### config.mk
export PLATFORM = sky130hd
export DESIGN_NAME = pi_ctrl
export DESIGN_NICKNAME = d
export VERILOG_FILES = /design/src/rtl/pi_pkg.sv /design/src/rtl/pi_delay_line.sv /design/src/rtl/pi_gain_stage.sv /design/src/rtl/pi_integrator.sv /design/src/rtl/pi_ctrl.sv
export SDC_FILE = /design/constraint.sdc
export NUM_CORES = 2
export LEC_CHECK = 0
export BUFFER_PORTS_ARGS = -buffer_cell sky130_fd_sc_hd__buf_2
export CAP_MARGIN = 40
export CORE_ASPECT_RATIO = 0.6
export CORE_MARGIN = 10
export CORE_UTILIZATION = 50
export CTS_CLUSTER_DIAMETER = 80
export DETAILED_ROUTE_END_ITERATION = 8
export MAX_ROUTING_LAYER = met4
export PLACE_DENSITY = 0.66
export SLEW_MARGIN = 20
export SYNTH_ARGS = -nofsm -noshare
export SYNTH_HDL_FRONTEND = slang
export SYNTH_HIERARCHICAL = 1
export SYNTH_SLANG_ARGS = --single-unit
### constraint.sdc
create_clock -name clk -period 8 [get_ports clk]
set_input_delay 0.8 -clock clk [delete_from_list [all_inputs] [get_ports clk]]
set_output_delay 0.8 -clock clk [all_outputs]
set_load 0.02 [all_outputs]
### src/rtl/pi_pkg.sv
package pi_pkg;
  localparam int WIDE = 48;
  typedef logic signed [WIDE-1:0] wide_t;

  function automatic wide_t clamp(input wide_t x, input int w);
    wide_t hi;
    wide_t lo;
    hi = (wide_t'(1) <<< (w - 1)) - wide_t'(1);
    lo = -hi - wide_t'(1);
    if (x > hi) return hi;
    if (x < lo) return lo;
    return x;
  endfunction

  function automatic wide_t round_shift(input wide_t x, input int f);
    if (f == 0) return x;
    return (x + (wide_t'(1) <<< (f - 1))) >>> f;
  endfunction
endpackage

### src/rtl/pi_delay_line.sv
module pi_delay_line #(
  parameter int W     = 8,
  parameter int DEPTH = 2
) (
  input  logic         clk,
  input  logic         rst,
  input  logic [W-1:0] d_in,
  input  logic         v_in,
  output logic [W-1:0] d_out,
  output logic         v_out
);
  generate
    if (DEPTH == 0) begin : g_pass
      assign d_out = d_in;
      assign v_out = v_in;
    end else begin : g_shift
      logic [W-1:0] dq [DEPTH];
      logic         vq [DEPTH];
      always_ff @(posedge clk) begin
        if (rst) begin
          for (int k = 0; k < DEPTH; k++) begin
            dq[k] <= '0;
            vq[k] <= 1'b0;
          end
        end else begin
          dq[0] <= d_in;
          vq[0] <= v_in;
          for (int k = 1; k < DEPTH; k++) begin
            dq[k] <= dq[k-1];
            vq[k] <= vq[k-1];
          end
        end
      end
      assign d_out = dq[DEPTH-1];
      assign v_out = vq[DEPTH-1];

      assert_delay_clear_R9: assert property (@(posedge clk) rst |=> !v_out);
    end
  endgenerate
endmodule

### src/rtl/pi_gain_stage.sv
module pi_gain_stage
  import pi_pkg::*;
#(
  parameter int IW      = 16,
  parameter int GW      = 16,
  parameter int FRAC    = 8,
  parameter int MUL_LAT = 4
) (
  input  logic                 clk,
  input  logic                 rst,
  input  logic                 strobe,
  input  logic signed [IW-1:0] sp,
  input  logic signed [IW-1:0] meas,
  input  logic signed [GW-1:0] kp,
  input  logic signed [GW-1:0] ki,
  output wide_t                p_term,
  output wide_t                i_term,
  output logic                 v_out
);
  localparam int EW = IW + 1;
  localparam int DW = 2 * WIDE;

  logic signed [EW-1:0] err_q;
  logic signed [GW-1:0] kp_q, ki_q;
  logic                 v_a;

  always_ff @(posedge clk) begin
    if (rst) begin
      err_q <= '0;
      kp_q  <= '0;
      ki_q  <= '0;
      v_a   <= 1'b0;
    end else begin
      v_a <= strobe;
      if (strobe) begin
        err_q <= EW'(sp) - EW'(meas);
        kp_q  <= kp;
        ki_q  <= ki;
      end
    end
  end

  assert_err_hold_R1: assert property (@(posedge clk) disable iff (rst)
    !strobe |=> $stable(err_q));

  wide_t p_b, i_b;
  logic  v_b;

  always_ff @(posedge clk) begin
    if (rst) begin
      p_b <= '0;
      i_b <= '0;
      v_b <= 1'b0;
    end else begin
      v_b <= v_a;
      p_b <= round_shift(wide_t'(err_q) * wide_t'(kp_q), FRAC);
      i_b <= round_shift(wide_t'(err_q) * wide_t'(ki_q), FRAC);
    end
  end

  logic [DW-1:0] pack_out;

  pi_delay_line #(.W(DW), .DEPTH(MUL_LAT - 1)) u_mul_delay (
    .clk   (clk),
    .rst   (rst),
    .d_in  ({p_b, i_b}),
    .v_in  (v_b),
    .d_out (pack_out),
    .v_out (v_out)
  );

  assign p_term = pack_out[DW-1:WIDE];
  assign i_term = pack_out[WIDE-1:0];
endmodule

### src/rtl/pi_integrator.sv
module pi_integrator
  import pi_pkg::*;
#(
  parameter int OW = 24
) (
  input  logic                 clk,
  input  logic                 rst,
  input  logic                 v_in,
  input  wide_t                p_in,
  input  wide_t                i_in,
  input  logic                 sat_hi,
  input  logic                 sat_lo,
  output logic signed [OW-1:0] acc,
  output wide_t                p_out,
  output logic                 v_out
);
  wide_t fb, add_in, sum;
  logic  block;

  always_comb begin
    fb     = v_in ? wide_t'(acc) : '0;
    add_in = v_in ? i_in : '0;
    sum    = fb + add_in;
    block  = (sat_hi && i_in > 0) || (sat_lo && i_in < 0);
  end

  always_ff @(posedge clk) begin
    if (rst) begin
      acc   <= '0;
      p_out <= '0;
      v_out <= 1'b0;
    end else begin
      v_out <= v_in;
      if (v_in) begin
        p_out <= p_in;
        if (!block) acc <= OW'(clamp(sum, OW));
      end
    end
  end

  assert_acc_hold_R3: assert property (@(posedge clk) disable iff (rst)
    !v_in |=> $stable(acc));
  assert_windup_hi_R6: assert property (@(posedge clk) disable iff (rst)
    (v_in && sat_hi && i_in > 0) |=> $stable(acc));
  assert_windup_lo_R6: assert property (@(posedge clk) disable iff (rst)
    (v_in && sat_lo && i_in < 0) |=> $stable(acc));
endmodule

### src/rtl/pi_ctrl.sv
module pi_ctrl
  import pi_pkg::*;
#(
  parameter int IW      = 16,
  parameter int GW      = 16,
  parameter int FRAC    = 8,
  parameter int OW      = 24,
  parameter int MUL_LAT = 4
) (
  input  logic                 clk,
  input  logic                 rst,
  input  logic                 smp_strobe,
  input  logic signed [IW-1:0] setpoint,
  input  logic signed [IW-1:0] measured,
  input  logic signed [GW-1:0] kp,
  input  logic signed [GW-1:0] ki,
  output logic signed [OW-1:0] ctl_out,
  output logic                 ctl_valid
);
  localparam int LAT  = MUL_LAT + 3;
  localparam int CW   = $clog2(LAT + 8) + 1;
  localparam wide_t OMAX = (wide_t'(1) <<< (OW - 1)) - wide_t'(1);

  wide_t p_g, i_g, p_i;
  logic  v_g, v_i;
  logic signed [OW-1:0] acc;
  logic  sat_hi, sat_lo;

  pi_gain_stage #(.IW(IW), .GW(GW), .FRAC(FRAC), .MUL_LAT(MUL_LAT)) u_gain (
    .clk    (clk),
    .rst    (rst),
    .strobe (smp_strobe),
    .sp     (setpoint),
    .meas   (measured),
    .kp     (kp),
    .ki     (ki),
    .p_term (p_g),
    .i_term (i_g),
    .v_out  (v_g)
  );

  pi_integrator #(.OW(OW)) u_integ (
    .clk    (clk),
    .rst    (rst),
    .v_in   (v_g),
    .p_in   (p_g),
    .i_in   (i_g),
    .sat_hi (sat_hi),
    .sat_lo (sat_lo),
    .acc    (acc),
    .p_out  (p_i),
    .v_out  (v_i)
  );

  wide_t tot;
  assign tot = clamp(p_i + wide_t'(acc), OW);

  always_ff @(posedge clk) begin
    if (rst) begin
      ctl_out   <= '0;
      ctl_valid <= 1'b0;
      sat_hi    <= 1'b0;
      sat_lo    <= 1'b0;
    end else begin
      ctl_valid <= v_i;
      if (v_i) begin
        ctl_out <= OW'(tot);
        sat_hi  <= (tot == OMAX);
        sat_lo  <= (tot == -OMAX - wide_t'(1));
      end
    end
  end

  logic [CW-1:0] since_q;
  always_ff @(posedge clk) begin
    if (rst) since_q <= '0;
    else if (smp_strobe) since_q <= CW'(1);
    else if (since_q != '0 && since_q != '1) since_q <= since_q + CW'(1);
  end

  assert_latency_R7: assert property (@(posedge clk) disable iff (rst)
    ctl_valid |-> since_q == CW'(LAT));
  assert_pulse_R7: assert property (@(posedge clk) disable iff (rst)
    ctl_valid |=> !ctl_valid);
  assert_hold_R8: assert property (@(posedge clk) disable iff (rst)
    !ctl_valid |-> $stable(ctl_out));
  assert_reset_R9: assert property (@(posedge clk)
    rst |=> (ctl_out == '0 && !ctl_valid));
endmodule

Word-level counts from Yosys, hierarchy flattened
Memory sizes are Yosys's and may differ from the RTL's.
Index checks and enable logic that the tools add are counted.
- memories: 2
- register bits after elaboration: 231
- RAM bits: 291
- word-level logic and storage cells: 73
- memories (memory ; depth ; width ; read ports ; clocked after memory_dff ; write ports ; line ; source):
    u_gain.u_mul_delay.g_shift.dq ; 3 ; 96 ; 3 ; 0 ; 3 ; pi_delay_line.sv:17 ; logic [W-1:0] dq [DEPTH];
    u_gain.u_mul_delay.g_shift.vq ; 3 ; 1 ; 3 ; 0 ; 3 ; pi_delay_line.sv:18 ; logic vq [DEPTH];
- $add $sub $neg: 5
- bitwise logic cells: 7
- $lt $le $gt $ge: 6
- reductions and logical operators: 4
- eq/ne operators: 2
- multiply operators: 2
- muxes and demuxes: 31
- operators with widths (kind ; count):
    2-to-1 mux 48 bit ; 6
    2-to-1 mux 96 bit ; 3
    == test 48 x 24 -> 1 bit (second input constant) ; 2
    > comparator 48 x 24 -> 1 bit (second input constant) ; 2
    < comparator 48 x 24 -> 1 bit (second input constant) ; 2
    2-to-1 mux 24 bit ; 4
    adder 33 x 9 -> 34 bit (second input constant) ; 2
    multiplier 17 x 16 -> 33 bit ; 2
    adder 48 x 24 -> 48 bit ; 1
    adder 48 bit ; 1
    > comparator 48 x 1 -> 1 bit (second input constant) ; 1
    < comparator 48 x 1 -> 1 bit (second input constant) ; 1
    2-to-1 mux 1 bit ; 18
    subtractor 16 x 16 -> 17 bit ; 1
    bitwise OR 1 bit ; 6
    logical AND 1 bit ; 2
    AND reduction 2 bit ; 1
    logical OR 1 bit ; 1
    inverter 1 bit ; 1

Longest topological paths before layout
An unclocked memory read counts as a cell.
- word-level depth: 14
- depth in mapped cells: 25

Hierarchy
Netlist, hierarchy kept.
- by module, submodules not included (module ; seq. area each (um2) ; area an instance (um2) ; cells an instance ; times used):
    pi_gain_stage ; 2062.0 ; 24771.3 ; 2749 ; 1
    pi_delay_line ; 5825.6 ; 8525.7 ; 710 ; 1
    pi_integrator ; 1461.4 ; 6729.0 ; 892 ; 1
    pi_ctrl ; 540.5 ; 4893.4 ; 685 ; 1

Worst setup path after synthesis
OpenSTA, ideal clock, no wires.
- kind: register to register
- start: register u_gain.kp_q[9]
- end: register u_gain.p_b[21]
- data required time: 7.877 ns
- setup time: 0.123 ns
- buffers on the path: 2
- path slack: 1.779 ns
- stages on the path, launching flop included: 23
- arrival: 6.098 ns
- path through: dfxtp_1 > clkbuf_1 > clkbuf_1 > nand2_1 > fa_1 > inv_1 > fa_1 > inv_1 > fa_1 > inv_1 > fa_1 > fa_1 > inv_1 > fa_1 > inv_1 > ha_1 > and3_1 > and4_1 > a32o_1 > nor4_1 > o21ai_1 > a21oi_1 > mux2_1
- cells in the longest elaborated chain, start to end: 2
- ends and longest elaborated chain (what ; line ; source):
    start, declared ; pi_gain_stage.sv:24 ; logic signed [GW-1:0] kp_q, ki_q;
    start signal, assigned ; pi_gain_stage.sv:37 ; kp_q <= kp;
    multiplier 17 x 16 -> 33 bit ; pi_gain_stage.sv:56 ; p_b <= round_shift(wide_t'(err_q) * wide_t'(kp_q), FRAC);
    adder 33 x 9 -> 34 bit ; pi_pkg.sv:17 ; return (x + (wide_t'(1) <<< (f - 1))) >>> f;
    end signal, assigned ; pi_gain_stage.sv:56 ;
    end, declared ; pi_gain_stage.sv:46 ; wide_t p_b, i_b;
Every way passes these cells.
A chain may end at the register's enable or synchronous reset.

Worst setup path in the final report
- start: register u_gain.err_q[9]
- end: register u_gain.i_b[24]
- cells in the longest elaborated chain, start to end: 2
- ends and longest elaborated chain (what ; line ; source):
    start, declared ; pi_gain_stage.sv:23 ; logic signed [EW-1:0] err_q;
    start signal, assigned ; pi_gain_stage.sv:36 ; err_q <= EW'(sp) - EW'(meas);
    multiplier 17 x 16 -> 33 bit ; pi_gain_stage.sv:57 ; i_b <= round_shift(wide_t'(err_q) * wide_t'(ki_q), FRAC);
    adder 33 x 9 -> 34 bit ; pi_pkg.sv:17 ;
    end signal, assigned ; pi_gain_stage.sv:57 ;
    end, declared ; pi_gain_stage.sv:46 ;
Every way passes these cells.

==> flow_summary_export.csv <==
group,metric,value,unit
place,placed_cells,6015,
yosys,synth_area_per_cell,8.92,um2
yosys,syn_area,0.0449,mm2
timing,final-setup-viol-count,0,
clock_tree,cts_tree,"built",
drt,wl_met3,10500,um
timing,rsz0062_at_grt,"no",
drt,wl_met1,57200,um
timing,tightest_slew,0.916,ns
outcome,outcome,"completed",
yosys,synth-async-reset-ratio,0,%
power,p_leak,21.9,nW
worst_setup_path,required,8.52,ns
place,hpwlAfterDp,90000,um
drt,viasPerCell,5.46,
timing,min_period,7.09,ns
clock_tree,clk_pin_slew,0.06,ns
drt,antenna_left,0,
clock_tree,clock-sinks,494,
worst_setup_path,endpoint_kind,"flop",
drt,drc,0,
yosys,yosys.cell_types.count,95,
yosys,ys_warn_count,6,
flow_run,drv_cap,0,
worst_setup_path,crit_type,"flop to flop",
global_routing,first_global_vias,33400,
timing,hold_viol_final,0,
clock_tree,root_buffer,"clkbuf_16",
place,portBuffers,91,
timing,fmax,0.141,GHz
floorplanning,core-area,0.0893,mm2
timing,final.period_utilization,88.6,%
power,ir_drop,0.000156,V
worst_setup_path,ff2ff_setup_slack,0.91,ns
global_routing,grt_pass1_wl,186000,um
floorplanning,start_util,50.3,%
yosys,synthCells,5036,
global_routing,grt_max_degree,163,
clock_tree,clock_latency,0.65,ns
drt,drt-wirelength-per-cell,18.5,um
clock_tree,post_cts_resize_count,0,
clock_tree,holdBufCountCts,0,
worst_setup_path,arrival,7.61,ns
global_routing,grt_usage,23.1,%
yosys,ys_seq_area_share,22.0,%
drt,drt_pass1_iterations,6,
timing,slew_violations,0,
finish,final_area,0.0473,mm2
yosys,synth_edf_count,0,
drt,routed.top_layer,"met4",
yosys,synth-seq-cells,494,
place,gp_congestion,0.966,
place,postPlaceCellArea,0.0456,mm2
power,power.density,166,mW/mm2
drt,wl_met2,44100,um
floorplanning,fp.dieH,252,um
timing,max_slew_margin,38.4,%
clock_tree,clock_path_buffers,3,
drt,dr.first_iter.drc_count,2995,
finish,nets,5800,
floorplanning,die-area,0.103,mm2
finish,instances_no_fill,6109,
floorplanning,io_pins,92,
clock_tree,ctsHtreeMaxLevel,2,
worst_setup_path,worst_setup_path_start_kind,"flop",
yosys,syn_nets,5939,
min_path,hp-class,"input pin to flop",
floorplanning,rows,85,
clock_tree,cts_buffers,48,
yosys,ys.flop_type,"dfxtp_1",
timing,finClkSkew,0.0386,ns
global_routing,grt_overflow,0,
finish,drive_gt1_share,5.94,%
timing,tns,0,ns
finish,n_fill_cell,8283,
clock_tree,postCtsSetupBuffers,0,
worst_setup_path,critPathMaxFanout,18,
drt,routed_wl,113000,um
finish,areaGrowthSynthToFinish,5.35,%
global_routing,antenna_found_initial,3,
floorplanning,dieWidth,407,um
drt,vias,33400,
==> per-stage QoR <==
step	hold slack [ns]	utilization (%)	setup slack (ns)	power (mW)
detailed placement	0.420	51.0	1.08	5.54
CTS	0.373	52.9	1.10	7.96
floorplan	0.414	-	1.78	4.91
global placement	0.415	50.9	1.18	5.48
global route	0.386	53.0	0.606	8.49
finish	0.417	53.0	0.909	7.87
==> sequential cells by signal (all words and copies together) (netlist names), 3 cells and up <==
signal	cells
ctl_out	24
u_gain/err_q	17
u_gain/i_b	26
u_gain/ki_q	16
u_gain/kp_q	16
u_gain/p_b	26
u_gain/u_mul_delay/g_shift.dq	288
u_gain/u_mul_delay/g_shift.vq	3
u_integ/acc	24
u_integ/p_out	48
==> placed cells by master, fill, tap and decap left out, types with 93 or more instances in the layout <==
cell / count
dfxtp_1: 493
and2_1: 339
nand2_1: 391
a21oi_1: 166
nor2b_1: 309
mux2i_1: 96
fa_1: 565
nor2_1: 317
ha_1: 271
inv_1: 751
o21ai_0: 93
==> where the power goes <==
group	internal [mW]	switching, mW	total [mW]
sequential	2.80	0.186	2.99
clock	1.32	1.05	2.37
combinational	1.07	1.45	2.52
total	5.19	2.69	7.87
==> per-layer routing <==
layer,global-route usage [%],vias to the layer above
met4,3.20,0
met5,-,-
met1,35.7,16300
met3,5.39,88
met2,30.8,1128
li1,-,15800
==> area by class of cell <==
| type | instances | area [um2] | area share (%) |
|---|---|---|---|
| Tap cell | 1174 | 1470 | 3.10 |
| Multi-Input combinational cell | 3455 | 30500 | 64.4 |
| Clock inverter | 26 | 344 | 0.727 |
| Inverter | 751 | 2820 | 5.96 |
| Timing Repair Buffer | 147 | 995 | 2.10 |
| Clock buffer | 61 | 1310 | 2.77 |
| Sequential cell | 494 | 9890 | 20.9 |
| Antenna cell | 1 | 2.50 | 0.00529 |
==> path summary, 6_finish.rpt <==
check | start | to | depth (start not counted)
setup / recovery | u_gain/err_q[9] | u_gain/i_b[24] | 19
hold / removal | kp[7] | u_gain/kp_q[7] | 3
setup reg to reg | u_gain/err_q[9] | u_gain/i_b[24] | 19
hold reg to reg | u_gain/u_mul_delay/g_shift.dq[0][35] | u_gain/u_mul_delay/g_shift.dq[0][131] | 1
==> cells in the mapped netlist, drive strengths merged, types with 68 or more instances <==
cell    number  share of area, %
a21oi      172               2.0
mux2i       96               2.1
fa         565                25
ha         271               7.5
inv        751               6.3
buf        164               2.4
nor2b      309               4.3
nor2       317               2.6
xnor2       68               1.3
clkbuf     172               1.4
nor3        73              0.81
dfxtp      494                22
nand2      391               3.3
o21ai      121               1.4
and2       339               4.7
==> worst max-delay path, cell delays in order (launching register included) <==
cell	delay, ns
dfxtp_1	0.83
buf_4	0.38
nand2_1	0.11
fa_1	0.49
fa_1	0.51
fa_1	0.51
inv_1	0.05
fa_1	0.49
fa_1	0.50
inv_1	0.05
fa_1	0.47
inv_1	0.04
ha_1	0.38
a21o_1	0.23
and2_1	0.20
o21ai_1	0.30
o211ai_1	0.28
a21oi_1	0.57
o21ba_1	0.26
mux2_1	0.32
==> cells by family after synthesis <==
logic type / Yosys count / share of synthesized area (%)
compound gates: 670 / 10.5
fa+ha+maj: 836 / 32.7
xor+xnor: 104 / 2.03
simple gates: 1742 / 20.3
buf+inv: 1087 / 10.1
mux: 103 / 2.31
flops: 494 / 22.0
No activity file was read; power rests on OpenSTA's default activity.
